## src/rtl/flag_alu_pkg.sv

```systemverilog
package flag_alu_pkg;
  typedef enum logic [2:0] {
    OP_ADDC  = 3'd0,
    OP_ADDV  = 3'd1,
    OP_SUBC  = 3'd2,
    OP_SUBV  = 3'd3,
    OP_NEGC  = 3'd4,
    OP_ROTL  = 3'd5,
    OP_ROTR  = 3'd6,
    OP_PASS  = 3'd7
  } op_e;
endpackage

```

## src/rtl/flag_alu_carry.sv

```systemverilog
// Add or subtract with a one-bit carry/borrow, done in WIDTH+1 bits
module flag_alu_carry #(
  parameter int WIDTH = 32
) (
  input  logic [WIDTH-1:0] a_i,
  input  logic [WIDTH-1:0] b_i,
  input  logic             cin_i,
  input  logic             sub_i,
  output logic [WIDTH-1:0] res_o,
  output logic             cout_o
);
  localparam int EW = WIDTH + 1;
  logic [EW-1:0] ext_a, ext_b, ext_c, ext_r;

  assign ext_a = {1'b0, a_i};
  assign ext_b = {1'b0, b_i};
  assign ext_c = {{WIDTH{1'b0}}, cin_i};
  // the top bit is the carry, or the borrow when subtracting
  assign ext_r = sub_i ? (ext_b - ext_a - ext_c) : (ext_b + ext_a + ext_c);
  assign res_o  = ext_r[WIDTH-1:0];
  assign cout_o = ext_r[WIDTH];
endmodule

```

## src/rtl/flag_alu_ovf.sv

```systemverilog
// Add or subtract with a signed-overflow flag
module flag_alu_ovf #(
  parameter int WIDTH = 32
) (
  input  logic [WIDTH-1:0] a_i,
  input  logic [WIDTH-1:0] b_i,
  input  logic             sub_i,
  output logic [WIDTH-1:0] res_o,
  output logic             ovf_o
);
  localparam int MSB = WIDTH - 1;
  logic sign_diff, res_flip;

  assign res_o     = sub_i ? (b_i - a_i) : (b_i + a_i);
  assign sign_diff = a_i[MSB] ^ b_i[MSB];
  assign res_flip  = res_o[MSB] ^ b_i[MSB];
  assign ovf_o     = res_flip & (sub_i ? sign_diff : ~sign_diff);
endmodule

```

## src/rtl/flag_alu_rot.sv

```systemverilog
// Rotate one place through the flag bit, in either direction
module flag_alu_rot #(
  parameter int WIDTH = 32
) (
  input  logic [WIDTH-1:0] b_i,
  input  logic             t_i,
  input  logic             right_i,
  output logic [WIDTH-1:0] res_o,
  output logic             t_o
);
  logic [WIDTH-1:0] rot_l, rot_r;

  for (genvar i = 0; i < WIDTH; i++) begin : g_bit
    if (i == 0) begin : g_lo
      assign rot_l[i] = t_i;
    end else begin : g_lmid
      assign rot_l[i] = b_i[i-1];
    end
    if (i == WIDTH - 1) begin : g_hi
      assign rot_r[i] = t_i;
    end else begin : g_rmid
      assign rot_r[i] = b_i[i+1];
    end
  end

  assign res_o = right_i ? rot_r : rot_l;
  assign t_o   = right_i ? b_i[0] : b_i[WIDTH-1];
endmodule

```

## src/rtl/flag_alu.sv

```systemverilog
module flag_alu
  import flag_alu_pkg::*;
#(
  parameter int WIDTH = 32
) (
  input  logic             clk_i,
  input  logic             rst_ni,
  input  logic [2:0]       op_i,
  input  logic [WIDTH-1:0] src_a_i,
  input  logic [WIDTH-1:0] dst_b_i,
  input  logic             t_i,
  input  logic             valid_i,
  output logic [WIDTH-1:0] result_o,
  output logic             t_next_o,
  output logic             t_q_o,
  output logic             t_we_o
);
  op_e              op;
  logic [WIDTH-1:0] cy_b, cy_res, ov_res, rt_res;
  logic             cy_sub, cy_out, ov_sub, ov_flag, rt_right, rt_t;

  assign op = op_e'(op_i);

  // negate reuses the borrow chain with B forced to zero
  assign cy_b   = (op == OP_NEGC) ? '0 : dst_b_i;
  assign cy_sub = (op == OP_SUBC) || (op == OP_NEGC);
  assign ov_sub = (op == OP_SUBV);
  assign rt_right = (op == OP_ROTR);

  flag_alu_carry #(.WIDTH(WIDTH)) u_carry (
    .a_i   (src_a_i),
    .b_i   (cy_b),
    .cin_i (t_i),
    .sub_i (cy_sub),
    .res_o (cy_res),
    .cout_o(cy_out)
  );

  flag_alu_ovf #(.WIDTH(WIDTH)) u_ovf (
    .a_i  (src_a_i),
    .b_i  (dst_b_i),
    .sub_i(ov_sub),
    .res_o(ov_res),
    .ovf_o(ov_flag)
  );

  flag_alu_rot #(.WIDTH(WIDTH)) u_rot (
    .b_i    (dst_b_i),
    .t_i    (t_i),
    .right_i(rt_right),
    .res_o  (rt_res),
    .t_o    (rt_t)
  );

  always_comb begin
    unique case (op)
      OP_ADDC, OP_SUBC, OP_NEGC: begin
        result_o = cy_res;
        t_next_o = cy_out;
      end
      OP_ADDV, OP_SUBV: begin
        result_o = ov_res;
        t_next_o = ov_flag;
      end
      OP_ROTL, OP_ROTR: begin
        result_o = rt_res;
        t_next_o = rt_t;
      end
      default: begin
        result_o = dst_b_i;
        t_next_o = t_i;
      end
    endcase
  end

  always_ff @(posedge clk_i or negedge rst_ni) begin
    if (!rst_ni) begin
      t_q_o  <= 1'b0;
      t_we_o <= 1'b0;
    end else begin
      t_we_o <= valid_i;
      if (valid_i) t_q_o <= t_next_o;
    end
  end
endmodule

```

## config.mk

```make
export PLATFORM = sky130hd
export DESIGN_NAME = flag_alu
export DESIGN_NICKNAME = d
export VERILOG_FILES = /design/src/rtl/flag_alu_pkg.sv /design/src/rtl/flag_alu_carry.sv /design/src/rtl/flag_alu_ovf.sv /design/src/rtl/flag_alu_rot.sv /design/src/rtl/flag_alu.sv
export SDC_FILE = /design/constraint.sdc
export NUM_CORES = 1
export LEC_CHECK = 0
export BUFFER_PORTS_ARGS = -buffer_cell sky130_fd_sc_hd__buf_4
export CAP_MARGIN = 0
export CORE_MARGIN = 4
export CORE_UTILIZATION = 55
export CTS_BUF_LIST = sky130_fd_sc_hd__clkbuf_4 sky130_fd_sc_hd__clkbuf_8
export DETAILED_ROUTE_END_ITERATION = 7
export PLACE_DENSITY = 0.82
export SETUP_SLACK_MARGIN = 0.5
export SLEW_MARGIN = 15
export SYNTH_ARGS = -nofsm -noshare
export SYNTH_HDL_FRONTEND = slang
export SYNTH_SLANG_ARGS = --single-unit
```

## constraint.sdc

```tcl
create_clock -name clk_i -period 27.5 [get_ports clk_i]
set_input_delay 8.25 -clock clk_i [delete_from_list [all_inputs] [get_ports clk_i]]
set_output_delay 8.25 -clock clk_i [all_outputs]
set_load 0.05 [all_outputs]
```

==> impl_metrics.tcl <==
set metrics [dict create \
    outcome "completed" \
    first_pass_iters 5 \
    timing.final.crit_share_pct 82.3 \
    synthToLayoutAreaGrowth_pct 12.2 \
    yosysUniqueCellTypes 74 \
    numCtsBuffers 3 \
    vias 9271 \
    required_ps 19250 \
    clk_latency_ps 210 \
    final_cell_mix "ha_1, inv_1, a21oi_1" \
    fp.coreArea_mm2 0.0138 \
    tns_ps 0 \
    maxCapViolCount 0 \
    drive_above_1_share_pct 10.9 \
    worstSetupPathType "in2out" \
    relSlewSlack_pct 36.3 \
    final_core_util_pct 62.8 \
    netlist_area_mm2 0.00774 \
    fillers 1336 \
    grt_usage_pct 32.2 \
    initial_core_util_pct 56.0 \
    min_path_type "reg2reg" \
    die_area_mm2 0.0160 \
    slew_violations 0 \
    ys_seq_elements 2 \
    htree_levels 1 \
    start_kind "primary input" \
    clock_sinks 2 \
    synth.avg_cell_area_um2 6.50 \
    synth_top_area_share_pct 19.9 \
    placed_area_mm2 0.00865 \
    num_rows 43 \
    synth-seq-area-share_pct 0.646 \
    gp_congestion 1.04 \
    switching_share_pct 60.0 \
    cts.clk_slew.worst_paths_ps 30 \
    grt_max_degree 77 \
    grt_setup_unrepaired "no" \
    grt-ovfl-total 0 \
    critPathSlowestCell "a2111oi_0" \
    clockBufferDepth 2 \
    cts_hold_buf 0 \
    drt_iter0_drc 1027 \
    path_delay_family "compound AO/OA/AOI/OAI gates" \
    fin_nets 1463 \
    cp_num_buf_inv 4 \
    power.total_mw 0.317 \
    synth_top_cell_by_area "ha_1" \
    worstPathArrival_ps 14370 \
    synth_nets 1391 \
    postSynthCellCount 1192 \
    critical_path.max_stage_delay_ps 860 \
    wl_per_cell_um 18.6 \
    fin_area_mm2 0.00869 \
    power_density_mw_per_mm2 36.5 \
    synthFlopType "dfrtp_1" \
    die_h_um 127 \
    end_kind "primary output" \
    crit_path_max_fanout 34 \
    hold_viol 0 \
    post-cts-setup-buffers 0 \
    clock_skew_ps 0 \
    drc 0 \
    portBuffers 105 \
    finalCriticalPeriod_ps 22620 \
    cts-root-buf "clkbuf_8" \
    synthTopCellsByArea "ha_1, xnor2_1, a21oi_1" \
    grt_pass1_wl_um 43500 \
    async_flop_share_pct 100 \
    tightest_slew_ps 932 \
    io_pins 106 \
    setup_violations 0 \
    via_per_inst 6.43 \
    fin_hold_ws_ps 546 \
    antenna_left 0 \
    antenna_found_initial 0 \
    wirelength_um 26800 \
    first_global_vias 8757 \
    switching_power_mw 0.190 \
    max_freq_mhz 44.2 \
    yosysWarnings 0 \
    final_common_cell "ha_1" \
    p_comb_share_pct 95.3 \
    hpwl_um 21500 \
    post_cts_resized 0 \
    p_int_mw 0.127 \
    p_leak_nw 4.24 \
    cts_tree "done" \
    die_x_um 127 \
    vdd_ir_drop_max_mv 0.0232 \
    p_seq_share_pct 1.1 \
    diodes 0 \
    p_clk_share_pct 3.6 \
    synth-edff-count 0 \
    path_cells "buf_4 -> inv_1 -> or3_1 -> nand2_1 -> ha_1 -> inv_1 -> ha_1 -> a21bo_2 -> a21oi_1 -> a21boi_1 -> or4_1 -> and2_1 -> a2111oi_0 -> or3_1 -> nand3_1 -> a21o_1 -> a31oi_1 -> buf_4" \
]
flip-flops by register name, indices dropped and copies added, names as in the netlist:
name	flops
t_q_o	1
t_we_o	1
cell usage after synthesis (all sizes together), types with 9 or more instances:
master / instances
xor2: 33
o211ai: 13
a21oi: 120
nor2: 109
or3: 9
nand2: 112
a21o: 39
nand3: 17
clkbuf: 42
xnor2: 71
o31ai: 16
nand2b: 18
and3: 9
a221oi: 10
nor3: 31
o21a: 9
ha: 123
a211oi: 13
a31oi: 12
mux2i: 10
inv: 122
nor2b: 12
o21ai: 97
per-layer routing:
layer  up-vias  track usage [%]  routed length, um
li1       4434                -                  -
met2       498             52.5              11900
met3        79             3.49               2840
met1      4260             43.9              11000
met5         -                0                  0
met4         0             11.8               1030
tightest hold or removal path, stage by stage (launching register included):
cell	delay, ps
dfrtp_1	330
nor2_1	50
a31oi_1	120
cells by family (layout without fill, tap and decap cells):
logic type | Yosys count | after routing | synth area share [%]
AOI/OAI and AO/OA | 414 | 414 | 34.4
xor gates and xnor gates | 104 | 104 | 11.9
adders and majority gates | 128 | 128 | 21.2
buffers and inverters | 170 | 240 | 8.27
DFF | 2 | 2 | 0.646
muxes | 14 | 14 | 1.87
and+or+nand+nor | 360 | 360 | 21.8
power groups by stage:
stage                     sequential [mW]  combinational [mW]  clock, mW
final                             0.00342               0.302     0.0114
after global routing              0.00347               0.328     0.0118
after CTS                         0.00342               0.296     0.0116
after detailed placement          0.00345               0.295          0
after global placement            0.00347               0.292          0
after floorplan                   0.00463               0.215          0
per-stage QoR:
step,instances,worst slack (ps)
final,1442,4880
after global routing,1442,4580
after CTS,1442,5010
after detailed placement,1439,5030
after global placement,1439,5090
after floorplan,1192,6000
path summary, 6_finish.rpt:
path | from | end | slack (ps) | cells past startpoint
worst max-delay path | op_i[2] | result_o[28] | 4880 | 18
worst min-delay path | t_q_o$_DFFE_PN0P_ | t_q_o$_DFFE_PN0P_ | 550 | 2
worst max register to register | t_q_o$_DFFE_PN0P_ | t_q_o$_DFFE_PN0P_ | 26870 | 2
worst min register to register | t_q_o$_DFFE_PN0P_ | t_q_o$_DFFE_PN0P_ | 550 | 2
max in group asynchronous | rst_ni | t_q_o$_DFFE_PN0P_ | 19590 | 1
min in group asynchronous | rst_ni | t_we_o$_DFF_PN0_ | 7820 | 1
layout make-up:
class,instances,area [um^2],share of cell area (%)
multi-input combinational,1020,7060,81.2
timing repair buffer,113,848,9.77
inverter,124,465,5.36
tap,180,225,2.59
sequential,2,50.0,0.576
clock buffer,3,41.3,0.475
Note: power is estimated with default switching activity, not from simulation.
